## config.mk

```make
export PLATFORM = sky130hd
export DESIGN_NAME = pbus_master
export DESIGN_NICKNAME = d
export VERILOG_FILES = /design/src/rtl/pbus_master.sv
export SDC_FILE = /design/constraint.sdc
export NUM_CORES = 1
export LEC_CHECK = 0
export ABC_AREA = 1
export BUFFER_PORTS_ARGS = -buffer_cell sky130_fd_sc_hd__buf_2
export CELL_PAD_IN_SITES_DETAIL_PLACEMENT = 0
export CELL_PAD_IN_SITES_GLOBAL_PLACEMENT = 1
export CORE_MARGIN = 5
export CORE_UTILIZATION = 31
export DETAILED_ROUTE_END_ITERATION = 8
export HOLD_SLACK_MARGIN = 0.03
export PLACE_DENSITY_LB_ADDON = 0.3
export REMOVE_ABC_BUFFERS = 1
export SLEW_MARGIN = 20
export SYNTH_ARGS = -nofsm -noshare
export SYNTH_HDL_FRONTEND = slang
export SYNTH_SLANG_ARGS = --single-unit
```

## constraint.sdc

```tcl
create_clock -name clk -period 1.3 [get_ports clk]
set_input_delay 0.065 -clock clk [delete_from_list [all_inputs] [get_ports clk]]
set_output_delay 0.065 -clock clk [all_outputs]
set_load 0.05 [all_outputs]
```

## src/rtl/pbus_master.sv

```systemverilog
module pbus_master #(
  parameter int AW = 32,
  parameter int DW = 32
) (
  input  logic          clk,
  input  logic          rst,
  input  logic          busy,
  input  logic          rd_req,
  input  logic          wr_req,
  input  logic [AW-1:0] addr_in,
  input  logic [DW-1:0] wdata_in,
  input  logic          ack_n,
  input  logic [DW-1:0] bus_rdata,
  output logic [AW-1:0] bus_addr,
  output logic [DW-1:0] bus_wdata,
  output logic          as_n,
  output logic          wr_n,
  output logic [DW-1:0] rdata,
  output logic          done
);
  typedef enum logic [1:0] {ST_IDLE, ST_BUS, ST_DONE} st_t;

  st_t           st;
  logic          wr_q;
  logic [AW-1:0] addr_q;
  logic [DW-1:0] wdat_q, rdat_q;

  wire take   = (st == ST_IDLE) && busy && (rd_req || wr_req);
  wire finish = (st == ST_BUS) && !ack_n;

  always_ff @(posedge clk) begin
    if (rst) begin
      st     <= ST_IDLE;
      wr_q   <= 1'b0;
      addr_q <= '0;
      wdat_q <= '0;
      rdat_q <= '0;
    end else begin
      case (st)
        ST_IDLE: if (take) st <= ST_BUS;
        ST_BUS:  if (finish) st <= ST_DONE;
        default: st <= ST_IDLE;
      endcase
      if (take) begin
        wr_q   <= wr_req;
        addr_q <= addr_in;
        if (wr_req) wdat_q <= wdata_in;
      end
      if (finish && !wr_q) rdat_q <= bus_rdata;
    end
  end

  assign bus_addr  = addr_q;
  assign bus_wdata = wdat_q;
  assign rdata     = rdat_q;
  assign as_n      = (st != ST_BUS);
  assign wr_n      = !((st == ST_BUS) && wr_q);
  assign done      = (st == ST_DONE);
endmodule


```

==> qor.yml, run 1 <==
run_status:
  status: "completed"
grt:
  grt_pass1_vias: 4364
  grtUsageTotal: 0.1531
  grt_pass1_wl_um: 20330
  grt_overflow: 0
  grt_max_degree: 66
  antenna_found_initial: 0
clock_tree:
  clock_latency_ns: 0.34
  cts_made_buffers: 9
  cts-root-buf: "clkbuf_16"
  htreeDepth: 3
  cts_sinks: 99
  clk_pin_slew_ns: 0.07
  cts_tree: "yes"
  clock_path_buffers: 2
power_and_ir_drop:
  leakage_nw: 3.587
  power_density_nw_per_um2: 1262
  p_total_mw: 8.068
  ir_worst_vdd_mv: 0.5356
floorplanning:
  die_width_um: 126.4
  io_pins: 201
  rows: 42
  initial_utilization: 0.3172
  dieArea_um2: 15980
  core_um2: 13240
  die_y_um: 126.4
placement:
  dp_hpwl_um: 8271
  place.gp.congestion: 0.7805
  placed_area_um2: 5366
  place.port_buffers: 200
routing:
  wl_per_cell_um: 11.96
  routed_wl_um: 12810
  firstDrtPassIters: 4
  antenna_left: 0
  drtIter0Drc: 173
  drc: 0
  via_per_inst: 4.174
  vias: 4470
layout:
  nNetsFinal: 993
  drive_gt1_frac: 0.2637
  design_area_um2: 6392
  antennaDiodeCount: 0
  final_util: 0.4827
  area_growth_pct: 52.19
timing:
  slew_violations: 0
  period_needed_ns: 1.250
  rsz0062_at_grt: "true"
  max_clock_freq_mhz: 800.3
  slew_headroom: 0.8087
  fin_skew_ns: 0.006955
  hold_viol: 0
  min_period_over_period: 0.9612
  setup_viol: 0
  fin_tns_setup_ns: 0
  tightest_slew_ns: 0.2889
yosys:
  synth_cells: 636
  ys_seq_area_frac: 0.4718
  postSynthRegisterBits: 99
  syn_area_per_cell_um2: 6.604
  ys_warn_count: 0
  synth.distinct_cells: 17
  synth_area_um2: 4200
critical_path:
  critPathBufInv: 3
  worst_setup_path_end_kind: "output port"
  crit_type: "reg -> out"
  startpoint_type: "flop"
  cp_data_required_time_ns: 1.24
  reg2reg_slack_ns: 0.09
  slowest_delay_ns: 0.38
  path_delay_family: "flip-flops"
  cp_max_fo: 4
  cp_slowest_cell: "dfxtp_4"
  critPathArrivalTime_ns: 1.18
  crit_path_cell_trace: "inv_4 -> nor2_4 -> buf_12 -> nand2_2 -> buf_6"
run:
  maxCapViolations: 0
hold_path:
  hp-class: "in -> reg"
-- final timing paths --
| path | to | start | cells after the start |
|---|---|---|---|
| worst max-delay path | wr_n | st[0]$_SDFFE_PP0P_ | 5 |
| worst min-delay path | rdata[25]$_SDFFE_PP0P_ | bus_rdata[25] | 5 |
| worst max register to register | rdata[6]$_SDFFE_PP0P_ | st[0]$_SDFFE_PP0P_ | 7 |
| worst min register to register | rdata[31]$_SDFFE_PP0P_ | rdata[31]$_SDFFE_PP0P_ | 2 |
-- logic make-up (layout without fill, tap and decap cells) --
group,Yosys count,after routing,synth area share
and+or+nand+nor,396,396,0.3795
buffers and inverters,139,398,0.1463
AOI/OAI and AO/OA,2,2,0.002383
DFF,99,99,0.4718
-- through the flow --
step,setup slack (ns),hold slack [ns],std cells
global placement,0.1318,0.2867,985
global route,-0.01019,0.06164,1071
detailed placement,0.08950,0.2919,985
CTS,0.001520,0.03304,1069
finish,0.05047,0.04226,1071
floorplan,-0.9790,0.1341,600
-- sequential cells by signal, summed over array words and instances, names as in the netlist --
register and cells:
rdata 32, wr_q 1, bus_wdata 32, st 2
bus_addr 32
-- cells in the final DEF (no fill, tap or decap) --
cell | Yosys | final
buf_2 | 14 | 198
nor2_1 | 194 | 194
nand2_1 | 164 | 163
inv_1 | 100 | 100
dfxtp_1 | 99 | 97
dlygate4sd3_1 | 0 | 66
nand4_1 | 33 | 33
clkbuf_16 | 0 | 10
buf_12 | 0 | 7
buf_4 | 6 | 4
clkbuf_1 | 5 | 3
buf_6 | 7 | 3
inv_2 | 3 | 2
nand2_2 | 1 | 2
a21oi_1 | 2 | 2
clkinv_2 | 0 | 2
inv_4 | 0 | 1
nor2_4 | 1 | 1
nand3_2 | 0 | 1
nor3_4 | 1 | 1
nor3_1 | 1 | 1
bufinv_16 | 0 | 1
buf_16 | 0 | 1
dfxtp_4 | 0 | 1
dfxtp_2 | 0 | 1
-- cells in the mapped netlist (all sizes together) --
master	instances	share of area
inv	103	0.092
a21oi	2	0.0024
nand3	1	0.0012
nor2	195	0.18
nand4	33	0.049
buf	31	0.050
nor3	2	0.0051
clkbuf	5	0.0045
dfxtp	99	0.47
nand2	165	0.15
-- routing by layer --
layer / GRT usage / vias up / wire length, µm
met3: 0.05086 / 16 / 1010
met1: 0.1757 / 1958 / 5376
li1: - / 2365 / -
met5: 0 / - / 0
met2: 0.2631 / 131 / 6181
met4: 0.05994 / 0 / 245
-- final cells by class --
| cell class | count | area, µm² |
|---|---|---|
| clock inverter | 3 | 40.04 |
| clock buffer | 12 | 236.5 |
| timing repair buffer | 280 | 1908 |
| fill | 1382 | 6850 |
| inverter | 103 | 389.1 |
| multi-input combinational | 398 | 1612 |
| tap | 176 | 220.2 |
| sequential | 99 | 1987 |
-- timing repair --
item,in CTS,in global routing
pin swaps,1,1
setup buffers,2,1
resized for setup,5,6
hold buffers,66,0
hold endpoints to repair,67,0
gates cloned,1,1
setup endpoints to repair,2,30
-- power by group --
group	internal [mW]	total, mW	switching, mW
sequential	3.26	3.37	0.119
combinational	0.679	2.09	1.41
clock	1.48	2.60	1.12
-- worst register-to-register path: cells and delay by family (launching register included) --
family	cells	cell delay, ns
AND/OR/NAND/NOR	4	0.36
flip-flops	1	0.38
buffers and inverters	3	0.36
Note: power is estimated with default switching activity, not from simulation.
==> run 2: changes to the inputs <==
Settings changed: BUFFER_PORTS_ARGS -buffer_cell sky130_fd_sc_hd__buf_2 to default, CORE_UTILIZATION 31 to 42, DONT_BUFFER_PORTS from default to 1, PLACE_DENSITY from default to 0.79, PLACE_DENSITY_LB_ADDON 0.3 to default.
==> run 2 against run 1 <==
  * Register-to-register slack got worse by 0.07 ns
  * Sequential power barely moved
  * Total power fell by 4.2%
  * Global-route usage rose by 4.9 points
  * Clock skew fell by 0.0012 ns
  * Combinational power rose by 8%
  * Utilization rose by 18 points
  * Wire length rose by 3.0%
  * Non-clock buffer count fell by 60
  * Largest power group unchanged
==> qor.yml, run 2 (synthesis results as in run 1) <==
timing:
  min_period_over_period: 0.9862
  fin_tns_setup_ns: 0
  hold_viol: 0
  period_needed_ns: 1.282
  fin_ws_ns: 0.01793
  rsz0062_at_grt: "true"
  tightest_slew_ns: 0.3333
  setup_viol: 0
  max_clock_freq_mhz: 780.0
  hold_slack_ns: 0.09493
  fin_skew_ns: 0.005758
  slew_headroom: 0.7778
  slew_violations: 0
clock_tree:
  cts-root-buf: "clkbuf_8"
  cts_made_buffers: 9
  clk_pin_slew_ns: 0.09
  cts_sinks: 99
  htreeDepth: 3
  clock_path_buffers: 2
  clock_latency_ns: 0.36
  cts_tree: "yes"
grt:
  grt_max_degree: 75
  grt_overflow: 0
  grt_pass1_wl_um: 19370
  grt_pass1_vias: 4147
  grtUsageTotal: 0.2020
  antenna_found_initial: 0
routing:
  firstDrtPassIters: 5
  drtIter0Drc: 238
  routed_wl_um: 13190
  vias: 4392
  via_per_inst: 4.537
  wl_per_cell_um: 13.63
  drc: 0
  antenna_left: 0
power_and_ir_drop:
  leakage_nw: 3.388
  power_density_nw_per_um2: 1191
  p_total_mw: 7.728
  ir_worst_vdd_mv: 0.8957
layout:
  final_common_cell: "nor2_1"
  fillers: 795
  area_growth_pct: 54.42
  antennaDiodeCount: 0
  nNetsFinal: 933
  ff_latch_area_um2: 1984
  final_util: 0.6636
  drive_gt1_frac: 0.1772
  multi_input_area_um2: 1629
  layout_common_cells: "191 x nor2_1, 164 x nand2_1, 105 x buf_4"
critical_path:
  crit_path_cell_trace: "buf_4 -> nand2_2 -> nor3_4 -> buf_6 -> buf_12 -> nor2_1 -> nor2_1"
  reg2reg_slack_ns: 0.02
  worst_setup_path_end_kind: "flop"
  startpoint_type: "flop"
  critPathArrivalTime_ns: 1.56
  cp_data_required_time_ns: 1.58
  slowest_delay_ns: 0.34
  cpMostUsedCell: "nor2_1"
  crit_type: "reg -> reg"
  cp_slowest_cell: "dfxtp_2"
  cp_max_fo: 15
floorplanning:
  core_um2: 9774
  die_width_um: 110.0
  io_pins: 201
  die_y_um: 110.0
  initial_utilization: 0.4297
  dieArea_um2: 12100
  rows: 36
placement:
  place_ws_ns: 0.07616
  place.gp.congestion: 0.7580
  dp_hpwl_um: 7572
  place.port_buffers: 0
run:
  maxCapViolations: 0
run_status:
  status: "completed"
hold_path:
  hp-class: "in -> reg"
## run 2: cell count changes in the layout (fill, tap and decap cells not counted), sizes merged
cell and change:
buf -97, clkbuf +6, dlygate4sd3 +32, clkinv -2, bufbuf +1
## run 2: through the flow
stage               cells  cell area, µm²
global placement      841            5042
CTS                   958            6296
global route          968            6486
finish                968            6486
floorplan             600            3973
detailed placement    841            5042
## run 2: cell type report
cell class	instances	share of cell area
inverters	103	0.05961
clock inverters	1	0.004630
well taps	133	0.02566
clock buffers	14	0.02816
repair buffers	220	0.3248
multi-input cells	398	0.2512
flip-flops and latches	99	0.3059
## run 2: final timing paths
path	start	depth (start not counted)	to
worst max-delay path	st[0]$_SDFFE_PP0P_	7	rdata[16]$_SDFFE_PP0P_
worst min-delay path	rst	4	bus_wdata[27]$_SDFFE_PP0P_
worst max register to register	st[0]$_SDFFE_PP0P_	7	rdata[16]$_SDFFE_PP0P_
worst min register to register	rdata[17]$_SDFFE_PP0P_	2	rdata[17]$_SDFFE_PP0P_
## run 2: timing repair
| item | 4_1_cts | 5_1_grt |
|---|---|---|
| hold buffers | 98 | 0 |
| gates cloned | 1 | 7 |
| hold endpoints to repair | 99 | 0 |
| endpoints found under the setup margin | 1 | 25 |
| buffers inserted | 3 | 3 |
| pin swaps | 1 | 5 |
| gates resized for setup | 2 | 9 |
## run 2: layer usage
metal / vias up / routed length, µm / track usage
met3: 19 / 1163 / 0.05999
met5: - / 0 / 0
met4: 0 / 265 / 0.08192
li1: 2250 / - / -
met1: 1946 / 5226 / 0.2334
met2: 177 / 6539 / 0.3484
## run 2: power breakdown
group          internal (mW)  switching, mW  total [mW]  leakage [nW]
Sequential              3.25          0.122        3.38         0.814
Clock                   1.09          0.999        2.09         0.109
Combinational          0.823           1.44        2.26          2.47
Total                   5.17           2.56        7.73          3.39
## run 2: worst max-delay path: cells and delay by family (launching register included)
kind	cells	cell delay, ns
DFF	1	0.34
and+or+nand+nor	4	0.44
buffers and inverters	3	0.41
==> run 3: changes to the inputs <==
Settings changed: CORE_UTILIZATION 42 to 45, PLACE_DENSITY 0.79 to 0.84.
Clock period 1.3 ns to 1.55 ns, I/O delays scaled along.
==> run 3 against run 2 <==
  * First-iteration DRC count shrank 16%
  * Total power shrank 19%
  * Setup slack gained 0.12 ns
  * Cell area shrank 5.1%
  * Register-to-register slack gained 0.32 ns
  * Die area shrank 6.1%
  * Clock power shrank 20%
  * Sequential cell count is the same
  * Via count shrank 2.4%
  * Critical path type is now reg -> out
  * Critical path depth shrank 2
  * Clock skew grew 0.0036 ns
  * Worst hold slack gained 0.063 ns
==> qor.yml, run 3 (synthesis results as in run 1) <==
run_status:
  status: "completed"
timing:
  slew_headroom: 0.7235
  fin_ws_ns: 0.1361
  hold_slack_ns: 0.1576
  tightest_slew_ns: 0.4148
  fin_skew_ns: 0.009367
  min_period_over_period: 0.9122
  slew_violations: 0
  max_clock_freq_mhz: 707.3
  rsz0062_at_grt: "false"
  period_needed_ns: 1.414
  setup_viol: 0
  hold_viol: 0
floorplanning:
  rows: 35
  initial_utilization: 0.4589
  dieArea_um2: 11370
  io_pins: 201
  core_um2: 9153
  die_width_um: 106.6
  die_y_um: 106.6
placement:
  dp_hpwl_um: 7246
  place.gp.congestion: 0.7072
  place_ws_ns: 0.3428
  dpl.cell_count: 817
  placed_area_um2: 4975
  place.port_buffers: 0
clock_tree:
  cts_made_buffers: 9
  clk_pin_slew_ns: 0.09
  htreeDepth: 3
  cts_sinks: 99
  cts-root-buf: "clkbuf_8"
  clock_path_buffers: 2
  clock_latency_ns: 0.35
  cts_tree: "yes"
layout:
  stdcell_count: 930
  drive_gt1_frac: 0.1575
  layout_common_cells: "194 x nor2_1, 164 x nand2_1, 101 x buf_4"
  design_area_um2: 6156
  antennaDiodeCount: 0
  final_common_cell: "nor2_1"
  area_growth_pct: 46.56
  nNetsFinal: 917
hold_path:
  hp-class: "in -> reg"
run:
  maxCapViolations: 0
routing:
  wl_per_cell_um: 12.94
  drc: 0
  antenna_left: 0
  vias: 4287
  routed_wl_um: 12030
  firstDrtPassIters: 4
  drtIter0Drc: 201
  via_per_inst: 4.610
critical_path:
  cp_data_required_time_ns: 1.47
  worst_setup_path_end_kind: "output port"
  reg2reg_slack_ns: 0.34
  cp_max_fo: 34
  critPathArrivalTime_ns: 1.34
  startpoint_type: "flop"
  crit_type: "reg -> out"
grt:
  grt_pass1_wl_um: 19620
  grt_overflow: 0
  grtUsageTotal: 0.2092
  antenna_found_initial: 0
  grt_pass1_vias: 4196
  grt_max_degree: 97
power_and_ir_drop:
  ir_worst_vdd_mv: 0.5382
  power_density_nw_per_um2: 1020
  leakage_nw: 3.236
  p_total_mw: 6.280
-- run 3: changes by cell type in the layout (fill, tap and decap cells not counted), sizes merged --
| cell | before | now |
|---|---|---|
| buf | 116 | 106 |
| clkbuf | 19 | 10 |
| clkinv | 0 | 2 |
| inv | 103 | 105 |
| bufbuf | 1 | 0 |
-- run 3: path summary, 6_finish.rpt --
check | end | start | cells after the start
max | wr_n | st[0]$_SDFFE_PP0P_ | 5
max reg2reg | bus_addr[3]$_SDFFE_PP0P_ | st[1]$_SDFFE_PP0P_ | 6
min reg2reg | rdata[12]$_SDFFE_PP0P_ | rdata[12]$_SDFFE_PP0P_ | 2
min | bus_addr[10]$_SDFFE_PP0P_ | rst | 4
-- run 3: area by class of cell --
type / instances / area, µm²
inverters: 103 / 386.6
clock buffers: 10 / 137.6
clock inverters: 5 / 61.31
repair buffers: 204 / 1839
fillers: 778 / 2997
flip-flops and latches: 99 / 1983
multi-input cells: 398 / 1609
well taps: 111 / 138.9
-- run 3: stage by stage --
stage / TNS, ns / util
final: 0 / 0.6726
after global routing: 0 / 0.6726
after CTS: 0 / 0.6725
after detailed placement: 0 / 0.5435
after global placement: 0 / 0.5435
after floorplan: -40.54 / -
-- run 3: what timing repair did --
item                                    in CTS  in global routing
hold buffers                                98                  0
endpoints found under the hold margin       99                  0
gates resized for setup                      0                  1
endpoints found under the setup margin       0                  1
buffers inserted                             0                  0
-- run 3: where the power goes --
group	switching, mW	internal [mW]
clock network	0.885	0.795
registers	0.0962	2.73
logic	1.17	0.602
total	2.15	4.13
-- run 3: layer usage --
metal | global-route usage | up-vias | wire (µm)
li1 | - | 2209 | -
met2 | 0.3696 | 144 | 6044
met4 | 0.06849 | 0 | 193
met1 | 0.2481 | 1917 | 4937
met5 | 0 | - | 0
met3 | 0.05178 | 17 | 856
-- run 3: critical path: stages, from the launching register on --
cell and delay, ns:
dfxtp_2 0.37, inv_2 0.06, nor2_4 0.09, buf_12 0.19, nand2_1 0.08, buf_4 0.20
